$ cat src/rtl/luma_pkg.sv
package luma_pkg;
    localparam int PIX_W  = 8;
    localparam int NCH    = 3;
    localparam int COEF_W = 9;
    localparam int FRAC_W = 8;
    localparam int PROD_W = PIX_W + COEF_W;
    localparam int SUM_W  = PROD_W + $clog2(NCH) + 1;
    localparam int BUS_W  = PIX_W * NCH;

    typedef logic [PIX_W-1:0] pix_t;

    // channel 0 = blue, 1 = green, 2 = red
    typedef struct packed {
        logic                 go;
        logic                 fs;
        pix_t [NCH-1:0]       ch;
    } conv_req_t;
endpackage

$ cat src/rtl/luma_gather.sv
module luma_gather
    import luma_pkg::*;
(
    input  logic             clk,
    input  logic             rst_n,
    input  logic             byte_mode,
    input  logic             in_fsync,
    input  logic             in_rsync,
    input  logic [BUS_W-1:0] in_bgr,
    output conv_req_t        req
);
    localparam int              CNT_W = $clog2(NCH);
    localparam logic [CNT_W-1:0] LAST = CNT_W'(NCH - 1);

    typedef struct packed {
        logic [CNT_W-1:0] cnt;
        logic             fs;
        pix_t [NCH-2:0]   held;
    } gat_state_t;

    gat_state_t st_d, st_q;
    pix_t       lane;

    assign lane = in_bgr[PIX_W-1:0];

    always_comb begin
        st_d = st_q;
        req  = '0;
        if (!byte_mode) begin
            st_d.cnt = '0;
            req.go   = in_rsync;
            req.fs   = in_fsync & in_rsync;
            for (int k = 0; k < NCH; k++) begin
                req.ch[k] = in_bgr[k*PIX_W +: PIX_W];
            end
        end else if (in_rsync) begin
            if (in_fsync) begin
                st_d.held[0] = lane;
                st_d.fs      = 1'b1;
                st_d.cnt     = CNT_W'(1);
            end else if (st_q.cnt == LAST) begin
                req.go = 1'b1;
                req.fs = st_q.fs;
                for (int k = 0; k < NCH-1; k++) begin
                    req.ch[k] = st_q.held[k];
                end
                req.ch[NCH-1] = lane;
                st_d.cnt      = '0;
            end else begin
                for (int k = 0; k < NCH-1; k++) begin
                    if (st_q.cnt == CNT_W'(k)) begin
                        st_d.held[k] = lane;
                    end
                end
                if (st_q.cnt == '0) begin
                    st_d.fs = 1'b0;
                end
                st_d.cnt = st_q.cnt + 1'b1;
            end
        end
    end

    always_ff @(posedge clk) begin
        if (!rst_n) begin
            st_q <= '0;
        end else begin
            st_q <= st_d;
        end
    end

    AST_CNT_RANGE: assert property (@(posedge clk) disable iff (!rst_n)
        st_q.cnt <= LAST);

    AST_FSYNC_REALIGN: assert property (@(posedge clk) disable iff (!rst_n)
        (byte_mode && in_rsync && in_fsync) |=> (st_q.cnt == CNT_W'(1) && st_q.fs));

    AST_GAP_HOLD: assert property (@(posedge clk) disable iff (!rst_n)
        (byte_mode && !in_rsync) |=> $stable(st_q.cnt));
endmodule

$ cat src/rtl/luma_mac.sv
module luma_mac
    import luma_pkg::*;
#(
    parameter int W_BLU = 28,
    parameter int W_GRN = 151,
    parameter int W_RED = 77
) (
    input  logic      clk,
    input  logic      rst_n,
    input  conv_req_t req,
    output logic      out_fsync,
    output logic      out_rsync,
    output pix_t      out_grey
);
    localparam int               WSUM    = W_BLU + W_GRN + W_RED;
    localparam int               WGT [NCH] = '{W_BLU, W_GRN, W_RED};
    localparam logic [SUM_W-1:0] HALF    = SUM_W'(1) << (FRAC_W - 1);
    localparam logic [SUM_W-1:0] PIX_MAX = SUM_W'((1 << PIX_W) - 1);

    typedef struct packed {
        logic                         v;
        logic                         fs;
        logic [NCH-1:0][PROD_W-1:0]   prod;
    } mul_stage_t;

    typedef struct packed {
        logic v;
        logic fs;
        pix_t grey;
    } out_stage_t;

    typedef struct packed {
        mul_stage_t m;
        out_stage_t o;
    } mac_state_t;

    mac_state_t                 st_d, st_q;
    logic [NCH-1:0][PROD_W-1:0] prod_c;
    logic [SUM_W-1:0]           acc_c;
    logic [SUM_W-1:0]           scaled_c;

    generate
        for (genvar i = 0; i < NCH; i++) begin : g_mul
            assign prod_c[i] = PROD_W'(req.ch[i]) * PROD_W'(WGT[i]);
        end
    endgenerate

    always_comb begin
        acc_c = HALF;
        for (int k = 0; k < NCH; k++) begin
            acc_c = acc_c + SUM_W'(st_q.m.prod[k]);
        end
        scaled_c = acc_c >> FRAC_W;
    end

    always_comb begin
        st_d      = st_q;
        st_d.m.v  = req.go;
        st_d.m.fs = req.go & req.fs;
        if (req.go) begin
            st_d.m.prod = prod_c;
        end
        st_d.o.v  = st_q.m.v;
        st_d.o.fs = st_q.m.fs;
        if (st_q.m.v) begin
            st_d.o.grey = (scaled_c > PIX_MAX) ? '1 : scaled_c[PIX_W-1:0];
        end
    end

    always_ff @(posedge clk) begin
        if (!rst_n) begin
            st_q <= '0;
        end else begin
            st_q <= st_d;
        end
    end

    assign out_rsync = st_q.o.v;
    assign out_fsync = st_q.o.fs;
    assign out_grey  = st_q.o.grey;

    generate
        if (WSUM <= (1 << FRAC_W)) begin : g_ovf
            AST_NO_OVERFLOW: assert property (@(posedge clk) disable iff (!rst_n)
                st_q.m.v |-> (scaled_c <= PIX_MAX));
        end
    endgenerate

    AST_GREY_HOLD: assert property (@(posedge clk) disable iff (!rst_n)
        !st_q.m.v |=> $stable(out_grey));
endmodule

$ cat src/rtl/rgb2luma.sv
module rgb2luma
    import luma_pkg::*;
#(
    parameter int W_BLU = 28,
    parameter int W_GRN = 151,
    parameter int W_RED = 77
) (
    input  logic             clk,
    input  logic             rst_n,
    input  logic             byte_mode,
    input  logic             in_fsync,
    input  logic             in_rsync,
    input  logic [BUS_W-1:0] in_bgr,
    output logic             out_fsync,
    output logic             out_rsync,
    output logic [PIX_W-1:0] out_grey
);
    conv_req_t req;

    luma_gather u_gather (
        .clk       (clk),
        .rst_n     (rst_n),
        .byte_mode (byte_mode),
        .in_fsync  (in_fsync),
        .in_rsync  (in_rsync),
        .in_bgr    (in_bgr),
        .req       (req)
    );

    luma_mac #(
        .W_BLU (W_BLU),
        .W_GRN (W_GRN),
        .W_RED (W_RED)
    ) u_mac (
        .clk       (clk),
        .rst_n     (rst_n),
        .req       (req),
        .out_fsync (out_fsync),
        .out_rsync (out_rsync),
        .out_grey  (out_grey)
    );

    AST_LAT_HI: assert property (@(posedge clk) disable iff (!rst_n)
        req.go |=> ##1 out_rsync);

    AST_LAT_LO: assert property (@(posedge clk) disable iff (!rst_n)
        !req.go |=> ##1 !out_rsync);

    AST_FS_IN_ROW: assert property (@(posedge clk) disable iff (!rst_n)
        out_fsync |-> out_rsync);
endmodule

$ cat config.mk
export PLATFORM = sky130hd
export DESIGN_NAME = rgb2luma
export DESIGN_NICKNAME = d
export VERILOG_FILES = /design/src/rtl/luma_pkg.sv /design/src/rtl/luma_gather.sv /design/src/rtl/luma_mac.sv /design/src/rtl/rgb2luma.sv
export SDC_FILE = /design/constraint.sdc
export NUM_CORES = 1
export LEC_CHECK = 0
export ABC_AREA = 1
export BUFFER_PORTS_ARGS = -buffer_cell sky130_fd_sc_hd__buf_2
export CAP_MARGIN = 20
export CORE_ASPECT_RATIO = 2
export CORE_MARGIN = 3
export CORE_UTILIZATION = 32
export CTS_CLUSTER_SIZE = 14
export DETAILED_ROUTE_END_ITERATION = 10
export RECOVER_POWER = 25
export SYNTH_ARGS = -nofsm -noshare
export SYNTH_HDL_FRONTEND = slang
export SYNTH_SLANG_ARGS = --single-unit
export TNS_END_PERCENT = 20
$ cat constraint.sdc
create_clock -name clk -period 7.4 [get_ports clk]
set_input_delay 2.22 -clock clk [delete_from_list [all_inputs] [get_ports clk]]
set_output_delay 2.22 -clock clk [all_outputs]
set_load 0.05 [all_outputs]
==> results of run 1 <==
[power by group]
| part | internal, W | switching [W] |
|---|---|---|
| Clock | 0.000268 | 0.000180 |
| Combinational | 0.000193 | 0.000341 |
| Sequential | 0.000418 | 0.0000165 |
[layout make-up]
type	instances	area (um2)	share of cell area [%]
tap	273	342	4.33
sequential	73	1460	18.5
inverter	236	888	11.3
multi-input combinational	677	4640	58.8
clock buffer	10	239	3.03
clock inverter	5	56.3	0.714
timing repair buffer	49	260	3.30
[cell usage in the layout (no fill, tap or decap), types with 2 or more instances in the layout]
cell type	Yosys	layout
sky130_fd_sc_hd__buf_2	7	31
sky130_fd_sc_hd__inv_1	232	232
sky130_fd_sc_hd__or2_2	4	4
sky130_fd_sc_hd__nand3_1	57	57
sky130_fd_sc_hd__dfxtp_1	73	73
sky130_fd_sc_hd__clkbuf_1	9	8
sky130_fd_sc_hd__nand4_1	11	11
sky130_fd_sc_hd__a21oi_1	76	76
sky130_fd_sc_hd__o21ai_0	74	74
sky130_fd_sc_hd__clkbuf_16	0	9
sky130_fd_sc_hd__a211oi_1	5	5
sky130_fd_sc_hd__fa_1	42	42
sky130_fd_sc_hd__o21ai_1	3	3
sky130_fd_sc_hd__o21bai_1	4	4
sky130_fd_sc_hd__buf_4	10	10
sky130_fd_sc_hd__nor2_1	65	65
sky130_fd_sc_hd__o211ai_1	2	2
sky130_fd_sc_hd__xor2_1	5	5
sky130_fd_sc_hd__nand2_1	188	188
sky130_fd_sc_hd__clkinv_2	0	2
sky130_fd_sc_hd__nor3_1	3	3
sky130_fd_sc_hd__ha_1	103	103
sky130_fd_sc_hd__o22ai_1	12	12
sky130_fd_sc_hd__nand3b_1	3	3
sky130_fd_sc_hd__xnor2_1	9	9
sky130_fd_sc_hd__and2_1	2	2
sky130_fd_sc_hd__inv_2	2	2
[flip-flops by register name, indices dropped and copies added (netlist names)]
| register | flops |
|---|---|
| u_mac.out_rsync | 1 |
| u_gather.st_q | 19 |
| u_mac.out_grey | 8 |
| u_mac.st_q | 42 |
| u_mac.st_d | 2 |
| u_mac.out_fsync | 1 |
[logic make-up after synthesis]
family | count (synthesis) | synth area share (%)
flops | 73 | 20.4
buf+inv | 267 | 14.9
compound gates | 179 | 13.2
fa+ha+maj | 145 | 29.7
xor+xnor | 14 | 1.71
simple gates | 339 | 20.1
[per-stage QoR]
| step | power, W | area [um2] | std cells | setup WS (ns) | hold slack (ns) |
|---|---|---|---|---|---|
| final | 0.00142 | 7880 | 1323 | 1.19 | 0.423 |
| after global routing | 0.00153 | 7880 | 1323 | 0.794 | 0.474 |
| after CTS | 0.00144 | 7900 | 1323 | 1.19 | 0.422 |
| after detailed placement | 0.000979 | 7600 | 1308 | 0.810 | 0.405 |
| after global placement | 0.000972 | 7600 | 1308 | 0.922 | 0.401 |
| after floorplan | 0.000842 | 7170 | 1017 | 1.27 | 0.390 |
[worst max-delay path by stage]
| stage | start | end | cells after the start |
|---|---|---|---|
| after floorplan | byte_mode | u_mac.st_q[36]$_SDFFE_PN0P_ | 22 |
| after global placement | in_fsync | u_mac.st_q[36]$_SDFFE_PN0P_ | 22 |
| after detailed placement | in_fsync | u_mac.st_q[36]$_SDFFE_PN0P_ | 22 |
| after CTS | in_fsync | u_mac.st_q[36]$_SDFFE_PN0P_ | 22 |
| after global routing | in_fsync | u_mac.st_q[41]$_SDFFE_PN0P_ | 23 |
| final | in_fsync | u_mac.st_q[36]$_SDFFE_PN0P_ | 22 |
[metal layers]
| metal | global-route usage [%] | wire [um] |
|---|---|---|
| met5 | 0 | 0 |
| met4 | 11.9 | 1420 |
| met3 | 2.80 | 517 |
| met2 | 30.5 | 9930 |
| met1 | 15.2 | 6630 |
[worst reg2reg max path, stage by stage (launching register included)]
cell	delay, ns
sky130_fd_sc_hd__dfxtp_1	0.36
sky130_fd_sc_hd__inv_1	0.08
sky130_fd_sc_hd__nor3_2	0.12
sky130_fd_sc_hd__inv_2	0.12
sky130_fd_sc_hd__nor2_4	0.14
sky130_fd_sc_hd__inv_4	0.12
sky130_fd_sc_hd__o21ai_0	0.55
sky130_fd_sc_hd__ha_1	0.26
sky130_fd_sc_hd__inv_1	0.05
sky130_fd_sc_hd__fa_1	0.47
sky130_fd_sc_hd__inv_1	0.04
sky130_fd_sc_hd__ha_1	0.26
sky130_fd_sc_hd__inv_1	0.05
sky130_fd_sc_hd__fa_1	0.53
sky130_fd_sc_hd__inv_1	0.04
sky130_fd_sc_hd__ha_1	0.34
sky130_fd_sc_hd__nand2_1	0.08
sky130_fd_sc_hd__o21ai_0	0.34
sky130_fd_sc_hd__a21oi_1	0.13
sky130_fd_sc_hd__or2_2	0.29
sky130_fd_sc_hd__nand3_1	0.06
sky130_fd_sc_hd__nand2_1	0.06
sky130_fd_sc_hd__inv_1	0.04
==> impl_metrics.toml, run 1 <==
[floorplanning]
initial_core_util_pct = 32.9
width_of_the_chip_um = 112
core_area_mm2 = 0.0218
die_outline_area_mm2 = 0.0243
floorplan.rows = 76
die-height_um = 218
top_level_ports = 39

[setup_path]
crit_chain = "buf_2 -> nor3_2 -> inv_2 -> nor2_4 -> inv_4 -> o21ai_0 -> ha_1 -> inv_1 -> fa_1 -> inv_1 -> ha_1 -> inv_1 -> fa_1 -> inv_1 -> ha_1 -> nand2_1 -> o21ai_0 -> a21oi_1 -> or2_2 -> nand3_1 -> nand2_1 -> inv_1"
timing.critical_path.to_type = "flip-flop"
critical_path_arrival_ns = 6.50
critical_path.slowest_cell = "sky130_fd_sc_hd__o21ai_0"
cp_slowest_stage_delay_ns = 0.54
critPathLaunchType = "input pin"
path_delay_family = "adder cells"
r2r_slack_ns = 2.80
critPathMostFrequentCell = "sky130_fd_sc_hd__inv_1"
critical_path_class = "in2reg"
path_max_fanout = 24
timing.critical_path.required_ns = 7.69
reg_to_reg_startpoint = "u_gather.st_q[18]$_SDFFE_PN0P_"
timing.critical_path.buf_inv = 8
rr_endpoint = "u_mac.st_q[36]$_SDFFE_PN0P_"
count_of_cells_along_the_worst_register_to_register_path = 22

[sta]
drv_slew = 52
tns_ns = 0
timing_worst_slew_pin_value_ns = 2.05
timing.final.hold_violations = 0
post-route-period-util_pct = 83.9
final.min_clock_period_ns = 6.21
clock_skew_ns = 0.00777
setup_viol = 0
timing.fmax_mhz = 161
worst_slew_margin_rel_pct = -36.7
setup_repair_after_global_routing_missed_its_margin = "false"

[power_and_ir_drop]
vdd_ir_drop_max_uv = 172
power_per_cell_area_mw_per_mm2 = 180
leakagePower_nw = 4.25

[synthesis]
synthesis.nets = 1191
synth-edff-count = 0
post_synth_cell_types = 39
synth_most_common_cell = "sky130_fd_sc_hd__inv_1"
postSynthCellCount = 1017
synthFlopType = "sky130_fd_sc_hd__dfxtp_1"
netlist_top_cells_count = "232 x sky130_fd_sc_hd__inv_1, 188 x sky130_fd_sc_hd__nand2_1, 103 x sky130_fd_sc_hd__ha_1"
syn-cell-area_mm2 = 0.00717
part_of_the_yosys_area_used_for_sequential_elements_pct = 20.4
synth_top_cell_area_share_pct = 20.4
ys_seq_elements = 73
post_synth_main_area_contributors = "sky130_fd_sc_hd__dfxtp_1 20%, sky130_fd_sc_hd__ha_1 18%, sky130_fd_sc_hd__inv_1 12%"
synthesis.area_per_instance_um2 = 7.05
synth-async-reset-ratio_pct = 0
synth_area_leader_cell = "sky130_fd_sc_hd__dfxtp_1"
yosys_warnings = 0

[layout]
area_growth_syn_to_layout_pct = 10.0
final_net_count = 1220
inserted_diodes = 0
fillerInstances = 2290
postLayoutCoreUtil_pct = 36.2
drive_gt1_share_pct = 6.38

[grt]
grt_max_degree = 65
first_global_vias = 6539
grt_pass1_wl_um = 31100
antenna_violations_before_repair = 0
grtUsageTotal_pct = 16.2
gr-total-overflow = 0

[clock_network]
tritoncts_clock_tree = "done"
cts_sinks = 73
postCtsResizedCells = 0
post_cts.repair.setup_buffers = 0
numCtsBuffers = 9
clockBufferDepth = 2
clock_insertion_delay_at_the_later_pin_of_the_skew_report_ns = 0.35
cts_root_buf = "sky130_fd_sc_hd__clkbuf_16"
cts-htree-levels = 3
clk_transition_reported_paths_ns = 0.06
post_cts_hold_buffer_count = 0

[drt]
route.detailed.drc = 0
routed_wire_per_std_cell_um = 14.0
drt_pre_antenna_iters = 4
drt-vias-per-instance = 4.74
wirelength_um = 18500
dr.first_iter.drc_count = 237
ant_nets = 0
detailroute.via_count = 6271

[placed_design]
gpl.final_weighted_congestion = 0.940
placement.io_buffers = 38
detailedPlacementHpwl_um = 15600

[status]
result_of_the_run = "finished, violations left"
violated_checks = "max-capacitance violations, max-slew violations"

[hold_path]
hold_path_class = "reg2reg"
hold_endpoint = "u_mac.out_fsync$_SDFF_PN0_"
hold_start = "u_mac.st_d[8]$_SDFF_PN0_"
holdPathStages = 2

[flow_run]
max-cap-violations = 1
Power figures use the tool's default switching activity.
==> run 2: changes to the inputs <==
==> constraint.sdc (replaced) <==
create_clock -name clk -period 5.05 [get_ports clk]
set_input_delay 1.515 -clock clk [delete_from_list [all_inputs] [get_ports clk]]
set_output_delay 1.515 -clock clk [all_outputs]
set_load 0.05 [all_outputs]
==> run 2 against run 1 <==
Net effect: clock skew shrank 0.0015 ns; sequential share of layout area shrank 1.2 points; worst hold slack lost 0.0017 ns; wire length grew 1.2%; the flow now finishes without violations; first-iteration DRC count grew 4.2%; cell count grew 3.9%; largest power group unchanged; cell area grew 6.7%; highest routed layer unchanged; utilization grew 2.4 points; via count grew 1.1%.
==> impl_metrics.toml, run 2 (same netlist as run 1, synthesis figures left out) <==
[status]
result_of_the_run = "finished, final reports clean"

[layout]
drive_gt1_share_pct = 12.4
max_reg_flops = 42
regMostFlops = "u_mac.st_q"
layout.cell_area.non_filler_mm2 = 0.00841
highest_count_cells_in_the_layout_ignoring_fill_and_taps = "232 x sky130_fd_sc_hd__inv_1, 188 x sky130_fd_sc_hd__nand2_1, 101 x sky130_fd_sc_hd__ha_1"
final_net_count = 1271
layout_commonest_cell = "sky130_fd_sc_hd__inv_1"
area_growth_syn_to_layout_pct = 17.4
fillerInstances = 2322
inserted_diodes = 0
instances_no_fill = 1375

[floorplanning]
die_outline_area_mm2 = 0.0243
width_of_the_chip_um = 112
die-height_um = 218
initial_core_util_pct = 32.9
top_level_ports = 39
core_area_mm2 = 0.0218
floorplan.rows = 76

[grt]
grt_pass1_wl_um = 31200
grt_max_degree = 65
grtUsageTotal_pct = 16.1
gr-total-overflow = 0
antenna_violations_before_repair = 0
first_global_vias = 6552

[clock_network]
clk_transition_reported_paths_ns = 0.06
clock_insertion_delay_at_the_later_pin_of_the_skew_report_ns = 0.33
clockBufferDepth = 2
cts-htree-levels = 3
numCtsBuffers = 9
cts_root_buf = "sky130_fd_sc_hd__clkbuf_16"
post_cts_hold_buffer_count = 0
tritoncts_clock_tree = "done"
cts_sinks = 73
post_cts.repair.setup_buffers = 0

[flow_run]
max-cap-violations = 0

[sta]
drv_slew = 0
setup_repair_after_global_routing_missed_its_margin = "true"
final.min_clock_period_ns = 4.89
worst_slew_margin_rel_pct = 47.9
timing.fmax_mhz = 204
timing.final.hold_violations = 0
finalHoldWorstSlack_ns = 0.421
post-route-period-util_pct = 96.9
setup_viol = 0
clock_skew_ns = 0.00631
setup_slack_ns = 0.157
timing_worst_slew_pin_value_ns = 0.777

[drt]
routed_wire_per_std_cell_um = 13.6
route.detailed.drc = 0
dr.first_iter.drc_count = 247
detailroute.via_count = 6337
drt-vias-per-instance = 4.61
drt_pre_antenna_iters = 4
met3_wire_length_um = 307
wirelength_um = 18700
dr.max_layer_used = "met4"
wl_met1_um = 6590
detailroute.wirelength.met2_um = 10900
ant_nets = 0

[setup_path]
critical_path_arrival_ns = 5.18
timing.critical_path.to_type = "flip-flop"
timing.critical_path.buf_inv = 9
critPathMostFrequentCell = "sky130_fd_sc_hd__inv_1"
crit_chain = "buf_2 -> nor3_2 -> inv_2 -> nor2_4 -> inv_4 -> buf_4 -> o21ai_4 -> ha_1 -> inv_1 -> fa_1 -> inv_1 -> ha_1 -> inv_1 -> fa_1 -> inv_1 -> ha_1 -> nand2_1 -> nor3_1 -> nor2_2 -> or2_2 -> nand3_1 -> nand2_1 -> inv_1"
path_delay_family = "adder cells"
critical_path_class = "in2reg"
cp_slowest_stage_delay_ns = 0.52
critPathLaunchType = "input pin"
timing.critical_path.required_ns = 5.33
path_max_fanout = 11
critical_path.slowest_cell = "sky130_fd_sc_hd__fa_1"

[power_and_ir_drop]
vdd_ir_drop_max_uv = 151
leakagePower_nw = 4.50
power_per_cell_area_mw_per_mm2 = 251

[placed_design]
placement.io_buffers = 38
placement.setup.worst_slack_ns = -0.298
detailedPlacementHpwl_um = 16000
dp.cells = 1359
dpl-instance-area_mm2 = 0.00807
gpl.final_weighted_congestion = 0.947

[hold_path]
hold_path_class = "reg2reg"
-- run 2: changes by cell type in the layout (fill, tap and decap cells not counted), moves of 2 or more --
cell and delta:
sky130_fd_sc_hd__o22ai_1 -4, sky130_fd_sc_hd__o21ai_4 +3, sky130_fd_sc_hd__o21ai_1 +2, sky130_fd_sc_hd__buf_4 +50
sky130_fd_sc_hd__a21oi_1 -6, sky130_fd_sc_hd__clkinvlp_4 +3, sky130_fd_sc_hd__o22ai_4 +3, sky130_fd_sc_hd__buf_2 -3
sky130_fd_sc_hd__o21ai_2 +4, sky130_fd_sc_hd__clkbuf_1 +2, sky130_fd_sc_hd__o21ai_0 -9, sky130_fd_sc_hd__ha_1 -2
sky130_fd_sc_hd__ha_4 +2, sky130_fd_sc_hd__a21oi_2 +6
-- run 2: per-stage QoR --
stage               setup TNS, ns  power [W]  utilization [%]
floorplan                 -0.0239    0.00124                -
global placement            -2.50    0.00150             37.0
detailed placement          -3.15    0.00151             37.0
CTS                             0    0.00213             38.3
global route               -0.120    0.00230             38.6
finish                          0    0.00211             38.6
-- run 2: report_power, final --
part           switching [W]  internal (W)  total (W)
combinational       0.000518      0.000354   0.000872
clock               0.000258      0.000346   0.000604
sequential         0.0000245      0.000613   0.000638
-- run 2: area by class of cell --
type	count	area [um2]	area share [%]
Clock buffer	10	239	2.84
Clock inverter	6	43.8	0.520
Inverter	236	888	10.6
Multi-Input combinational cell	677	4780	56.9
Sequential cell	73	1460	17.4
Tap cell	273	342	4.06
Timing Repair Buffer	100	656	7.79
-- run 2: timing repair --
action,4_1_cts,5_1_grt
setup endpoints to repair,0,14
hold endpoints to repair,0,0
gates resized for setup,0,15
-- run 2: worst paths after layout --
check	from	endpoint	slack [ns]	cells past startpoint
worst min register to register	u_mac.st_d[8]$_SDFF_PN0_	u_mac.out_fsync$_SDFF_PN0_	0.42	2
worst max-delay path	in_fsync	u_mac.st_q[35]$_SDFFE_PN0P_	0.16	23
worst min-delay path	u_mac.st_d[8]$_SDFF_PN0_	u_mac.out_fsync$_SDFF_PN0_	0.42	2
worst max register to register	u_gather.st_q[18]$_SDFFE_PN0P_	u_mac.st_q[35]$_SDFFE_PN0P_	1.06	23
-- run 2: tightest hold or removal path: cells and delay by family, from the launching register on --
family                 cells  cell delay [ns]
buffers and inverters      1             0.04
DFF                        1             0.31
and+or+nand+nor            1             0.05
-- run 2: layer usage --
layer | track usage (%) | vias up
met1 | 15.2 | 2835
met2 | 32.9 | 96
li1 | - | 3371
met5 | 0 | -
met3 | 1.58 | 35
met4 | 8.53 | 0
==> run 3: changes to the inputs <==
--- a/config.mk
+++ b/config.mk
@@ -5,7 +5,6 @@
 export SDC_FILE = /design/constraint.sdc
 export NUM_CORES = 1
 export LEC_CHECK = 0
-export ABC_AREA = 1
 export BUFFER_PORTS_ARGS = -buffer_cell sky130_fd_sc_hd__buf_2
 export CAP_MARGIN = 20
 export CORE_ASPECT_RATIO = 2
==> run 3 against run 2 <==
Net effect: register-to-register slack got worse by 0.37 ns; largest cell class unchanged; die area fell by 7.7%; maximum frequency fell by 6.6%; critical path depth fell by 3; clock power rose by 17%; cell count fell by 20%; area after synthesis fell by 8.0%; power rose by 0.87%; synthesized cell count fell by 28%; the run now ends with negative setup slack left; sequential share of layout area rose by 0.59 points; highest routed layer unchanged; combinational power fell by 9.9%; utilization rose by 1.9 points.
==> impl_metrics.toml, run 3 <==
[placed_design]
dp.cells = 1079
gpl.final_weighted_congestion = 0.806
detailedPlacementHpwl_um = 13300
placement.io_buffers = 38
placement.setup.worst_slack_ns = -0.629

[synthesis]
synth-edff-count = 0
netlist_top_cells_count = "103 x sky130_fd_sc_hd__ha_1, 103 x sky130_fd_sc_hd__inv_1, 81 x sky130_fd_sc_hd__nand2_1"
synth-async-reset-ratio_pct = 0
synth_top_cell_area_share_pct = 22.2
synthesis.nets = 910
part_of_the_yosys_area_used_for_sequential_elements_pct = 22.2
postSynthCellCount = 736
synthFlopType = "sky130_fd_sc_hd__dfxtp_1"
syn-cell-area_mm2 = 0.00659
synthesis.area_per_instance_um2 = 8.96
ys_seq_elements = 73
yosys_warnings = 0
post_synth_cell_types = 60
post_synth_main_area_contributors = "sky130_fd_sc_hd__dfxtp_1 22%, sky130_fd_sc_hd__ha_1 20%, sky130_fd_sc_hd__fa_1 13%"
synth_area_leader_cell = "sky130_fd_sc_hd__dfxtp_1"

[hold_path]
hold_path_class = "reg2reg"

[layout]
instances_no_fill = 1100
regMostFlops = "u_mac.st_q"
final_net_count = 1007
inserted_diodes = 0
postLayoutCoreUtil_pct = 40.5
area_growth_syn_to_layout_pct = 23.4
drive_gt1_share_pct = 21.5
layout_commonest_cell = "sky130_fd_sc_hd__inv_1"
max_reg_flops = 42
highest_count_cells_in_the_layout_ignoring_fill_and_taps = "96 x sky130_fd_sc_hd__inv_1, 94 x sky130_fd_sc_hd__ha_1, 81 x sky130_fd_sc_hd__nand2_1"
fillerInstances = 2085

[status]
violated_checks = "negative setup slack"
result_of_the_run = "finished, violations left"

[power_and_ir_drop]
vdd_ir_drop_max_uv = 177
leakagePower_nw = 3.93
finalPower_w = 0.00213
power_per_cell_area_mw_per_mm2 = 262

[drt]
detailroute.via_count = 5319
routed_wire_per_std_cell_um = 14.8
ant_nets = 0
route.detailed.drc = 0
wirelength_um = 16300
drt-vias-per-instance = 4.84
dr.first_iter.drc_count = 99
drt_pre_antenna_iters = 4

[sta]
clock_skew_ns = 0.00767
final.min_clock_period_ns = 5.24
timing.fmax_mhz = 191
timing.final.hold_violations = 0
worst_slew_margin_rel_pct = 47.5
post-route-period-util_pct = 104
timing_worst_slew_pin_value_ns = 0.788
setup_viol = 11
drv_slew = 0
setup_repair_after_global_routing_missed_its_margin = "true"
setup_slack_ns = -0.190
tns_ns = -1.24

[setup_path]
timing.critical_path.required_ns = 5.28
path_max_fanout = 6
critical_path_arrival_ns = 5.47
critical_path_class = "in2reg"
cp_slowest_stage_delay_ns = 0.55
critical_path.slowest_cell = "sky130_fd_sc_hd__fa_1"
timing.critical_path.to_type = "flip-flop"
crit_chain = "buf_6 -> or3b_4 -> nor2_4 -> buf_12 -> buf_12 -> a22o_4 -> buf_4 -> ha_1 -> ha_1 -> inv_1 -> fa_1 -> fa_1 -> inv_1 -> ha_4 -> buf_4 -> a31o_4 -> a211oi_4 -> a21oi_2 -> xnor2_1 -> o21ai_1"
critPathLaunchType = "input pin"
r2r_slack_ns = 0.69

[clock_network]
numCtsBuffers = 9
clock_insertion_delay_at_the_later_pin_of_the_skew_report_ns = 0.34
clockBufferDepth = 2
post_cts_hold_buffer_count = 0
tritoncts_clock_tree = "done"
cts_root_buf = "sky130_fd_sc_hd__clkbuf_16"
clk_transition_reported_paths_ns = 0.06
cts-htree-levels = 3
cts_sinks = 73

[floorplanning]
top_level_ports = 39
die_outline_area_mm2 = 0.0225
core_area_mm2 = 0.0201
initial_core_util_pct = 32.8
die-height_um = 209
width_of_the_chip_um = 108
floorplan.rows = 73

[grt]
first_global_vias = 5501
grt_pass1_wl_um = 26800
gr-total-overflow = 0
antenna_violations_before_repair = 0
grtUsageTotal_pct = 15.1
grt_max_degree = 90

[flow_run]
max-cap-violations = 0
-- run 3: changes by cell type in the layout (fill, tap and decap cells not counted), moves of 27 or more --
cell	before	now
sky130_fd_sc_hd__nor2_1	65	15
sky130_fd_sc_hd__nand3_1	57	30
sky130_fd_sc_hd__inv_1	232	96
sky130_fd_sc_hd__a21boi_0	1	29
sky130_fd_sc_hd__o21ai_0	65	10
sky130_fd_sc_hd__a21oi_1	70	17
sky130_fd_sc_hd__nand2_1	188	81
-- run 3: cell families after synthesis --
kind of cell,after synthesis,synth area share (%)
compound gates,159,18.3
simple gates,189,14.1
mux,9,1.37
flops,73,22.2
xor+xnor,22,2.92
buf+inv,139,8.79
fa+ha+maj,145,32.3
-- run 3: path summary, 6_finish.rpt --
| check | startpoint | to | cells past startpoint |
|---|---|---|---|
| max | in_fsync | u_mac.st_q[41]$_SDFFE_PN0P_ | 20 |
| min | u_mac.st_q[36]$_SDFFE_PN0P_ | u_mac.st_q[36]$_SDFFE_PN0P_ | 2 |
| max reg2reg | u_gather.st_q[18]$_SDFFE_PN0P_ | u_mac.st_q[41]$_SDFFE_PN0P_ | 19 |
| min reg2reg | u_mac.st_q[36]$_SDFFE_PN0P_ | u_mac.st_q[36]$_SDFFE_PN0P_ | 2 |
-- run 3: area by class of cell --
type	instances	area, um2	area share, %
Clock buffer	12	246	3.03
Clock inverter	4	76.3	0.938
Inverter	104	393	4.83
Multi-Input combinational cell	524	4770	58.7
Sequential cell	73	1460	18.0
Tap cell	262	328	4.03
Timing Repair Buffer	121	857	10.5
-- run 3: where the power goes --
part           internal (W)  total [W]  switching (W)  leakage (nW)
combinational      0.000378   0.000786       0.000408          3.18
sequential         0.000612   0.000638      0.0000261         0.595
clock              0.000448   0.000708       0.000260         0.153
total               0.00144    0.00213       0.000694          3.93
-- run 3: routing by layer --
layer	up-vias	GRT usage (%)	wire length, um
li1	2716	-	-
met2	76	30.0	9430
met4	0	6.93	600
met3	26	1.95	402
met1	2501	14.7	5840
met5	-	0	0
-- run 3: repair_timing --
action | CTS | global route
pin swaps | 26 | 13
cloned | 0 | 0
setup endpoints to repair | 11 | 15
gates resized for setup | 23 | 5
setup buffers | 2 | 3
endpoints found under the hold margin | 0 | 0
-- run 3: stage by stage --
| step | hold slack [ns] | instance area [um2] |
|---|---|---|
| floorplan | 0.412 | 6740 |
| global placement | 0.452 | 7680 |
| detailed placement | 0.456 | 7680 |
| CTS | 0.464 | 8120 |
| global route | 0.475 | 8140 |
| finish | 0.457 | 8140 |
-- run 3: critical path, delay by kind of cell --
family | cells | cell delay (ns)
adder cells (fa/ha/maj) | 5 | 1.63
XOR/XNOR | 1 | 0.16
AO/OA/AOI/OAI | 5 | 0.80
buffers and inverters | 7 | 0.79
AND/OR/NAND/NOR | 2 | 0.58
